## config.mk

```make
export PLATFORM = sky130hd
export DESIGN_NAME = i2c_mem_target
export DESIGN_NICKNAME = d
export VERILOG_FILES = /design/src/rtl/i2c_mem_pkg.sv /design/src/rtl/i2c_line_sync.sv /design/src/rtl/i2c_addr_ptr.sv /design/src/rtl/i2c_mem_ctrl.sv /design/src/rtl/i2c_mem_target.sv
export SDC_FILE = /design/constraint.sdc
export NUM_CORES = 1
export LEC_CHECK = 0
export CORE_MARGIN = 8
export CORE_UTILIZATION = 40
export CTS_CLUSTER_SIZE = 20
export DETAILED_ROUTE_END_ITERATION = 7
export PLACE_DENSITY_LB_ADDON = 0.08
export SETUP_SLACK_MARGIN = 0.5
export SLEW_MARGIN = 40
export SYNTH_ARGS = -nofsm -noshare
export SYNTH_HDL_FRONTEND = slang
export SYNTH_SLANG_ARGS = --single-unit
```

## constraint.sdc

```tcl
create_clock -name clk -period 2.93 [get_ports clk]
set_input_delay 0.586 -clock clk [delete_from_list [all_inputs] [get_ports clk]]
set_output_delay 0.586 -clock clk [all_outputs]
set_load 0.05 [all_outputs]
```

## src/rtl/i2c_mem_pkg.sv

```systemverilog
package i2c_mem_pkg;

   typedef enum logic [2:0] {
      ST_IDLE,
      ST_CTRL,
      ST_AHI,
      ST_ALO,
      ST_WDAT,
      ST_READ
   } tgt_state_e;

   localparam logic [3:0] DEV_CODE_DEFAULT = 4'b1010;

endpackage

```

## src/rtl/i2c_line_sync.sv

```systemverilog
module i2c_line_sync #(
   parameter int STAGES = 2
) (
   input  logic clk,
   input  logic rst_n,
   input  logic scl_i,
   input  logic sda_i,
   output logic scl_lvl,
   output logic sda_lvl,
   output logic scl_rise,
   output logic scl_fall,
   output logic start_det,
   output logic stop_det
);

   initial begin
      assert (STAGES >= 2) else $error("i2c_line_sync: STAGES must be at least 2");
   end

   logic scl_ff [STAGES];
   logic sda_ff [STAGES];
   logic scl_prev, sda_prev;

   for (genvar g = 0; g < STAGES; g++) begin : g_stage
      if (g == 0) begin : g_first
         always_ff @(posedge clk or negedge rst_n) begin
            if (!rst_n) begin
               scl_ff[g] <= 1'b1;
               sda_ff[g] <= 1'b1;
            end else begin
               scl_ff[g] <= scl_i;
               sda_ff[g] <= sda_i;
            end
         end
      end else begin : g_next
         always_ff @(posedge clk or negedge rst_n) begin
            if (!rst_n) begin
               scl_ff[g] <= 1'b1;
               sda_ff[g] <= 1'b1;
            end else begin
               scl_ff[g] <= scl_ff[g-1];
               sda_ff[g] <= sda_ff[g-1];
            end
         end
      end
   end

   always_ff @(posedge clk or negedge rst_n) begin
      if (!rst_n) begin
         scl_prev <= 1'b1;
         sda_prev <= 1'b1;
      end else begin
         scl_prev <= scl_ff[STAGES-1];
         sda_prev <= sda_ff[STAGES-1];
      end
   end

   assign scl_lvl   = scl_ff[STAGES-1];
   assign sda_lvl   = sda_ff[STAGES-1];
   assign scl_rise  = scl_lvl & ~scl_prev;
   assign scl_fall  = ~scl_lvl & scl_prev;
   assign start_det = scl_lvl & scl_prev & sda_prev & ~sda_lvl;
   assign stop_det  = scl_lvl & scl_prev & ~sda_prev & sda_lvl;

endmodule

```

## src/rtl/i2c_addr_ptr.sv

```systemverilog
module i2c_addr_ptr #(
   parameter int ADDR_W = 13,
   parameter int PAGE_W = 5
) (
   input  logic              clk,
   input  logic              rst_n,
   input  logic              load,
   input  logic [ADDR_W-1:0] load_val,
   input  logic              step_seq,
   input  logic              step_page,
   output logic [ADDR_W-1:0] ptr
);

   initial begin
      assert (PAGE_W >= 0 && PAGE_W < ADDR_W)
         else $error("i2c_addr_ptr: PAGE_W must be below ADDR_W");
   end

   logic [ADDR_W-1:0] seq_next;
   logic [ADDR_W-1:0] page_next;

   assign seq_next = ptr + ADDR_W'(1);

   if (PAGE_W > 0) begin : g_paged
      logic [PAGE_W-1:0] low_next;
      assign low_next  = ptr[PAGE_W-1:0] + PAGE_W'(1);
      assign page_next = {ptr[ADDR_W-1:PAGE_W], low_next};

      // Page writes never leave the current page
      assert_page_hold_R6: assert property (@(posedge clk) disable iff (!rst_n)
         (step_page && !load) |=> ptr[ADDR_W-1:PAGE_W] == $past(ptr[ADDR_W-1:PAGE_W]));
   end else begin : g_flat
      assign page_next = seq_next;
   end

   always_ff @(posedge clk or negedge rst_n) begin
      if (!rst_n)          ptr <= '0;
      else if (load)       ptr <= load_val;
      else if (step_seq)   ptr <= seq_next;
      else if (step_page)  ptr <= page_next;
   end

   assert_ptr_wrap_R10: assert property (@(posedge clk) disable iff (!rst_n)
      (step_seq && !load && (&ptr)) |=> (ptr == '0));

endmodule

```

## src/rtl/i2c_mem_ctrl.sv

```systemverilog
module i2c_mem_ctrl
   import i2c_mem_pkg::*;
#(
   parameter int          ADDR_W   = 13,
   parameter int          SEL_W    = 3,
   parameter logic [3:0]  DEV_CODE = DEV_CODE_DEFAULT
) (
   input  logic              clk,
   input  logic              rst_n,
   input  logic              scl_lvl,
   input  logic              sda_lvl,
   input  logic              scl_rise,
   input  logic              scl_fall,
   input  logic              start_det,
   input  logic              stop_det,
   input  logic [SEL_W-1:0]  strap_sel,
   input  logic              busy,
   input  logic [7:0]        rd_data,
   input  logic [ADDR_W-1:0] ptr,
   output logic              ptr_load,
   output logic [ADDR_W-1:0] ptr_load_val,
   output logic              step_seq,
   output logic              step_page,
   output logic              sda_oe,
   output logic              wr_valid,
   output logic [ADDR_W-1:0] wr_addr,
   output logic [7:0]        wr_data,
   output logic              wr_end
);

   localparam int HI_W   = ADDR_W - 8;
   localparam int CODE_W = 8 - SEL_W - 1;

   initial begin
      assert (CODE_W == 4) else $error("i2c_mem_ctrl: select field must leave a 4-bit code");
      assert (HI_W >= 1 && HI_W <= 8) else $error("i2c_mem_ctrl: ADDR_W must be 9..16");
   end

   tgt_state_e       state;
   logic [3:0]       bit_cnt;
   logic [7:0]       rx_sh;
   logic [7:0]       tx_sh;
   logic [HI_W-1:0]  hi_q;
   logic             rw_q;
   logic             mack_q;
   logic             data_seen;

   logic             busy_evt;
   logic             byte_done;
   logic             ack_end;
   logic             ctrl_ok;

   assign busy_evt  = (state != ST_IDLE) && !start_det && !stop_det;
   assign byte_done = busy_evt && scl_fall && (bit_cnt == 4'd8);
   assign ack_end   = busy_evt && scl_fall && (bit_cnt == 4'd9);
   assign ctrl_ok   = (rx_sh[7:SEL_W+1] == DEV_CODE) &&
                      (rx_sh[SEL_W:1] == strap_sel) && !busy;

   assign ptr_load     = byte_done && (state == ST_ALO);
   assign ptr_load_val = {hi_q, rx_sh};
   assign step_page    = byte_done && (state == ST_WDAT);
   assign step_seq     = byte_done && (state == ST_READ);

   always_ff @(posedge clk or negedge rst_n) begin
      if (!rst_n) begin
         state     <= ST_IDLE;
         bit_cnt   <= '0;
         rx_sh     <= '0;
         tx_sh     <= '0;
         hi_q      <= '0;
         rw_q      <= 1'b0;
         mack_q    <= 1'b0;
         data_seen <= 1'b0;
         sda_oe    <= 1'b0;
         wr_valid  <= 1'b0;
         wr_addr   <= '0;
         wr_data   <= '0;
         wr_end    <= 1'b0;
      end else begin
         wr_valid <= 1'b0;
         wr_end   <= 1'b0;
         if (start_det) begin
            state     <= ST_CTRL;
            bit_cnt   <= '0;
            sda_oe    <= 1'b0;
            data_seen <= 1'b0;
         end else if (stop_det) begin
            if (state == ST_WDAT && data_seen) wr_end <= 1'b1;
            state     <= ST_IDLE;
            bit_cnt   <= '0;
            sda_oe    <= 1'b0;
            data_seen <= 1'b0;
         end else if (state != ST_IDLE) begin
            if (scl_rise) begin
               if (bit_cnt < 4'd8 && state != ST_READ) rx_sh <= {rx_sh[6:0], sda_lvl};
               if (bit_cnt == 4'd8 && state == ST_READ) mack_q <= ~sda_lvl;
               if (bit_cnt < 4'd9) bit_cnt <= bit_cnt + 4'd1;
            end
            if (byte_done) begin
               unique case (state)
                  ST_CTRL: begin
                     if (ctrl_ok) begin
                        sda_oe <= 1'b1;
                        rw_q   <= rx_sh[0];
                     end else begin
                        sda_oe <= 1'b0;
                        state  <= ST_IDLE;
                     end
                  end
                  ST_AHI: begin
                     sda_oe <= 1'b1;
                     hi_q   <= rx_sh[HI_W-1:0];
                  end
                  ST_ALO: sda_oe <= 1'b1;
                  ST_WDAT: begin
                     sda_oe    <= 1'b1;
                     wr_valid  <= 1'b1;
                     wr_addr   <= ptr;
                     wr_data   <= rx_sh;
                     data_seen <= 1'b1;
                  end
                  ST_READ: sda_oe <= 1'b0;
                  default: sda_oe <= 1'b0;
               endcase
            end else if (ack_end) begin
               bit_cnt <= '0;
               unique case (state)
                  ST_CTRL: begin
                     if (rw_q) begin
                        state  <= ST_READ;
                        tx_sh  <= rd_data;
                        sda_oe <= ~rd_data[7];
                     end else begin
                        state  <= ST_AHI;
                        sda_oe <= 1'b0;
                     end
                  end
                  ST_AHI: begin
                     state  <= ST_ALO;
                     sda_oe <= 1'b0;
                  end
                  ST_ALO: begin
                     state  <= ST_WDAT;
                     sda_oe <= 1'b0;
                  end
                  ST_WDAT: sda_oe <= 1'b0;
                  ST_READ: begin
                     if (mack_q) begin
                        tx_sh  <= rd_data;
                        sda_oe <= ~rd_data[7];
                     end else begin
                        state  <= ST_IDLE;
                        sda_oe <= 1'b0;
                     end
                  end
                  default: sda_oe <= 1'b0;
               endcase
            end else if (busy_evt && scl_fall && state == ST_READ &&
                         bit_cnt != 4'd0) begin
               sda_oe <= ~tx_sh[3'd7 - bit_cnt[2:0]];
            end
         end
      end
   end

   assert_sda_scl_low_R8: assert property (@(posedge clk) disable iff (!rst_n)
      !$stable(sda_oe) |-> (!$past(scl_lvl) || $past(start_det) || $past(stop_det)));

   assert_busy_nack_R4: assert property (@(posedge clk) disable iff (!rst_n)
      (byte_done && state == ST_CTRL && busy) |=> !sda_oe);

   assert_idle_quiet_R3: assert property (@(posedge clk) disable iff (!rst_n)
      (state == ST_IDLE) |-> !sda_oe);

   assert_wr_acked_R6: assert property (@(posedge clk) disable iff (!rst_n)
      wr_valid |-> sda_oe);

   assert_stop_idle_R1: assert property (@(posedge clk) disable iff (!rst_n)
      stop_det |=> (state == ST_IDLE && !sda_oe));

   assert_nack_release_R11: assert property (@(posedge clk) disable iff (!rst_n)
      (ack_end && state == ST_READ && !mack_q) |=> (state == ST_IDLE && !sda_oe));

endmodule

```

## src/rtl/i2c_mem_target.sv

```systemverilog
module i2c_mem_target
   import i2c_mem_pkg::*;
#(
   parameter int          ADDR_W      = 13,
   parameter int          PAGE_W      = 5,
   parameter int          SEL_W       = 3,
   parameter int          SYNC_STAGES = 2,
   parameter logic [3:0]  DEV_CODE    = DEV_CODE_DEFAULT
) (
   input  logic              clk,
   input  logic              rst_n,
   input  logic              scl_i,
   input  logic              sda_i,
   output logic              sda_oe_o,
   input  logic [SEL_W-1:0]  strap_sel_i,
   input  logic              busy_i,
   output logic [ADDR_W-1:0] rd_addr_o,
   input  logic [7:0]        rd_data_i,
   output logic              wr_valid_o,
   output logic [ADDR_W-1:0] wr_addr_o,
   output logic [7:0]        wr_data_o,
   output logic              wr_end_o
);

   logic scl_lvl, sda_lvl, scl_rise, scl_fall, start_det, stop_det;
   logic ptr_load, step_seq, step_page;
   logic [ADDR_W-1:0] ptr, ptr_load_val;

   i2c_line_sync #(.STAGES(SYNC_STAGES)) u_sync (
      .clk       (clk),
      .rst_n     (rst_n),
      .scl_i     (scl_i),
      .sda_i     (sda_i),
      .scl_lvl   (scl_lvl),
      .sda_lvl   (sda_lvl),
      .scl_rise  (scl_rise),
      .scl_fall  (scl_fall),
      .start_det (start_det),
      .stop_det  (stop_det)
   );

   i2c_addr_ptr #(.ADDR_W(ADDR_W), .PAGE_W(PAGE_W)) u_ptr (
      .clk       (clk),
      .rst_n     (rst_n),
      .load      (ptr_load),
      .load_val  (ptr_load_val),
      .step_seq  (step_seq),
      .step_page (step_page),
      .ptr       (ptr)
   );

   i2c_mem_ctrl #(.ADDR_W(ADDR_W), .SEL_W(SEL_W), .DEV_CODE(DEV_CODE)) u_ctrl (
      .clk          (clk),
      .rst_n        (rst_n),
      .scl_lvl      (scl_lvl),
      .sda_lvl      (sda_lvl),
      .scl_rise     (scl_rise),
      .scl_fall     (scl_fall),
      .start_det    (start_det),
      .stop_det     (stop_det),
      .strap_sel    (strap_sel_i),
      .busy         (busy_i),
      .rd_data      (rd_data_i),
      .ptr          (ptr),
      .ptr_load     (ptr_load),
      .ptr_load_val (ptr_load_val),
      .step_seq     (step_seq),
      .step_page    (step_page),
      .sda_oe       (sda_oe_o),
      .wr_valid     (wr_valid_o),
      .wr_addr      (wr_addr_o),
      .wr_data      (wr_data_o),
      .wr_end       (wr_end_o)
   );

   assign rd_addr_o = ptr;

endmodule

```

==> summary.log <==
[clock_tree] depth of the CTS H-tree 3
[sta] aggregate negative setup slack 0 ns
[synthesis] post-synthesis register bit count 74
[floorplan] floorplan die area 0.0120 mm2
[power_and_ir_drop] internal power contribution 1.82 mW
[routing] Via Count 2698
[floorplan] vertical die dimension 110 um
[clock_tree] CTS clk-pin slew, worst paths 0.08 ns
[final_layout] Final nets 423
[clock_tree] CTS max path bufs 2
[sta] fraction of the cycle the final worst path needs 78.4%
[sta] slew at the pin closest to its max-slew limit 0.683 ns
[placement] detailed placement HPWL 6.07 mm
[routing] number of routed nets with antenna violations 0
[sta] Final Hold Viols 0
[routing] Routed WL per cell 16.3 um
[grt] number of global-route vias before repair 2648
[synthesis] netlist area before placement 0.00351 mm2
[sta] setup repair after global routing missed its margin false
[final_layout] layout cell share with drive strength beyond 1 15.9%
[job] Max Cap Viol 0
[power_and_ir_drop] sequential share of power 50.1%
[placement] weighted congestion reported at the end of routability-driven placement 0.908
[worst_setup_path] arrival time at the worst endpoint 2.52 ns
[synthesis] Most used DFF post-synth dfrtp_1
[worst_setup_path] Setup Crit Path Kind register to register
[routing] total detailed-routing wirelength 8.41 mm
[power_and_ir_drop] sw power 923 uW
[power_and_ir_drop] net switching fraction of the power 33.6%
[sta] achievable clock frequency 435 MHz
[clock_tree] clock insertion delay at the later pin of the skew report 0.35 ns
[worst_setup_path] startpoint of the most critical setup path u_ctrl.bit_cnt[1]
[grt] GRT Overall Usage 14.6%
[power_and_ir_drop] Clock power frac 30.4%
[status] outcome completed
[worst_setup_path] worst reg2reg path depth 7
[power_and_ir_drop] post-route total power 2.75 mW
[clock_tree] root buffer cell clkbuf_8
[routing] remaining design rule violation count 0
[worst_setup_path] list of cells traversed by the critical path inv_1 > ha_1 > and3b_2 > nand3_2 > or3_4 > or2_1 > mux2_2
[clock_tree] Post-CTS Setup Repair Bufs 0
[sta] total setup violations reported at the end of the flow 0
[sta] final worst clock skew 0.0120 ns
[grt] maximum number of pins on one net before global-route repair 75
[floorplan] number of cell rows 34
[worst_setup_path] critical path launch point type register
[sta] hold slack 0.242 ns
[synthesis] EDFF count, synth 0
[sta] count of pins over their slew limit 0
[synthesis] total number of yosys warnings 0
[clock_tree] number of buffers created by CTS 9
[routing] first-pass iteration count of the detailed router 4
[worst_setup_path] slowest CP cell dfrtp_1
[min_path] Hold WC Path Type input pin to async pin
[power_and_ir_drop] maximum resistive drop on vdd 279 uV
[power_and_ir_drop] part of the power in combinational logic 19.5%
[routing] number of vias per cell 5.23
[sta] Relative slew margins 54.5%
[floorplan] Die X-Extent 110 um
[final_layout] antenna diode instance count 0
[grt] initial antenna violation count 0
[floorplan] initial core utilization 40.7%
[final_layout] signed area change from the synthesized netlist to the final layout 24.4%
[grt] total congestion overflow after global routing 0
[synthesis] Post-Syn Area per Cell 10.1 um2
[synthesis] distinct cell type count after synthesis 52
[synthesis] fraction of registers with async set or reset after synthesis 100%
[grt] global-route wire length before repair 13.6 mm
[worst_setup_path] Slowest Stage Delay on Critical Path 0.50 ns
[synthesis] part of the Yosys area used for sequential elements 53.0%
[synthesis] nets in the synthesized netlist 366
[floorplan] Ports 53
[clock_tree] Sinks on Clock Net 74
[placement] count of buffers from port buffering 52
[worst_setup_path] Crit. End Element register
[worst_setup_path] required time at the endpoint of the critical path 3.16 ns
[sta] min cycle time layout 2.30 ns
[worst_setup_path] Worst R2R Start u_ctrl.bit_cnt[1]
[clock_tree] TritonCTS clock tree built
[synthesis] synthesized instance count 346
[clock_tree] cts repair resizes 0
[worst_setup_path] largest driver fanout on the critical path 8
[power_and_ir_drop] cell leakage power 1.97 nW
[clock_tree] hold bufs inserted after CTS 0
[power_and_ir_drop] P per Cell Area 629 mW/mm2
[routing] First DRT Iteration DRCs 127
[floorplan] Std-Cell Core Area 0.00864 mm2
worst max-delay path: cells and delay by family, from the launching register on:
family | cells | cell delay [ns]
and+or+nand+nor | 4 | 1.08
muxes | 1 | 0.32
adders and majority gates | 1 | 0.14
DFF | 1 | 0.50
buffers and inverters | 1 | 0.14
worst paths after layout:
| check | endpoint | slack (ns) |
|---|---|---|
| setup / recovery | u_ctrl.tx_sh[5] | 0.63 |
| hold / removal | u_ctrl.wr_addr[11] | 0.24 |
| setup reg to reg | u_ctrl.tx_sh[5] | 0.63 |
| hold reg to reg | u_sync.scl_lvl | 0.36 |
| max in group asynchronous | u_ctrl.state[1] | 2.20 |
| min in group clk | u_sync.scl_lvl | 0.36 |
cells in the mapped netlist, drive strengths merged (3+ instances only):
| cell | count | area (um2) |
|---|---|---|
| a211oi | 3 | 27.5 |
| o21a | 4 | 30.0 |
| nor4 | 3 | 31.3 |
| nand2 | 89 | 334 |
| nor3 | 9 | 45.0 |
| inv | 9 | 33.8 |
| nor2 | 13 | 48.8 |
| a21oi | 14 | 70.1 |
| nand4 | 3 | 18.8 |
| or3 | 4 | 30.0 |
| dfstp | 6 | 158 |
| mux2 | 23 | 259 |
| xor2 | 6 | 52.6 |
| o21ai | 19 | 95.1 |
| or2 | 3 | 18.8 |
| dfrtp | 68 | 1700 |
| xnor2 | 4 | 35.0 |
| ha | 4 | 50.1 |
| nand3 | 12 | 65.1 |
| clkbuf | 5 | 18.8 |
| mux2i | 3 | 30.0 |
| buf | 8 | 46.3 |
| nand2b | 6 | 37.5 |
power by group through the flow:
stage / Sequential [mW] / Clock [mW] / Combinational [mW]
after global placement: 1.39 / 0 / 0.540
after CTS: 1.37 / 0.856 / 0.539
final: 1.38 / 0.834 / 0.536
after global routing: 1.40 / 0.894 / 0.585
after floorplan: 1.31 / 0 / 0.400
after detailed placement: 1.39 / 0 / 0.536
per-layer routing:
layer  wire, um  track usage, %
met1       3980            19.7
met2       3780            22.0
met3        469            2.70
met4        184            7.14
met5          0               0
placed cells by master (no fill, tap or decap), types with 7 or more instances in the layout:
| cell type | synthesis | final |
|---|---|---|
| nand2_1 | 89 | 89 |
| dfrtp_1 | 68 | 68 |
| clkdlybuf4s50_1 | 0 | 51 |
| mux2_2 | 23 | 23 |
| o21ai_0 | 18 | 18 |
| a21oi_1 | 14 | 14 |
| nor2_1 | 13 | 13 |
| nand3_1 | 11 | 11 |
| clkbuf_8 | 0 | 10 |
| nor3_1 | 9 | 9 |
| inv_1 | 8 | 8 |
| buf_4 | 0 | 7 |
sequential cells by signal, summed over array words and instances (netlist names), 3 cells and up:
| name | flops |
|---|---|
| u_ptr.ptr | 13 |
| u_ctrl.wr_addr | 13 |
| u_ctrl.tx_sh | 8 |
| u_ctrl.rx_sh | 8 |
| u_ctrl.wr_data | 8 |
| u_ctrl.state | 3 |
| u_ctrl.hi_q | 5 |
| u_ctrl.bit_cnt | 4 |
cell type report:
cell class	instances	area [um2]
Fill cell	803	4270
Sequential cell	74	1860
Multi-Input combinational cell	250	1550
Timing Repair Buffer	59	574
Clock buffer	10	138
Tap cell	108	135
Clock inverter	6	73.8
Inverter	9	33.8
through the flow:
stage | instance area (um2) | setup slack, ns | cells | util (%)
after floorplan | 3510 | 0.848 | 346 | -
after global routing | 4370 | 0.515 | 516 | 50.6
after CTS | 4370 | 0.613 | 516 | 50.6
after global placement | 4150 | 0.612 | 500 | 48.1
final | 4370 | 0.633 | 516 | 50.6
after detailed placement | 4160 | 0.549 | 500 | 48.1
cell families after synthesis:
group | count (synthesis) | share of synthesized area, %
adder cells (fa/ha/maj) | 4 | 1.43
XOR/XNOR | 10 | 2.49
AO/OA/AOI/OAI | 56 | 9.87
flip-flops | 74 | 53.0
multiplexers | 28 | 9.73
buffers and inverters | 22 | 2.82
AND/OR/NAND/NOR | 152 | 20.7
Note: power is estimated with default switching activity, not from simulation.
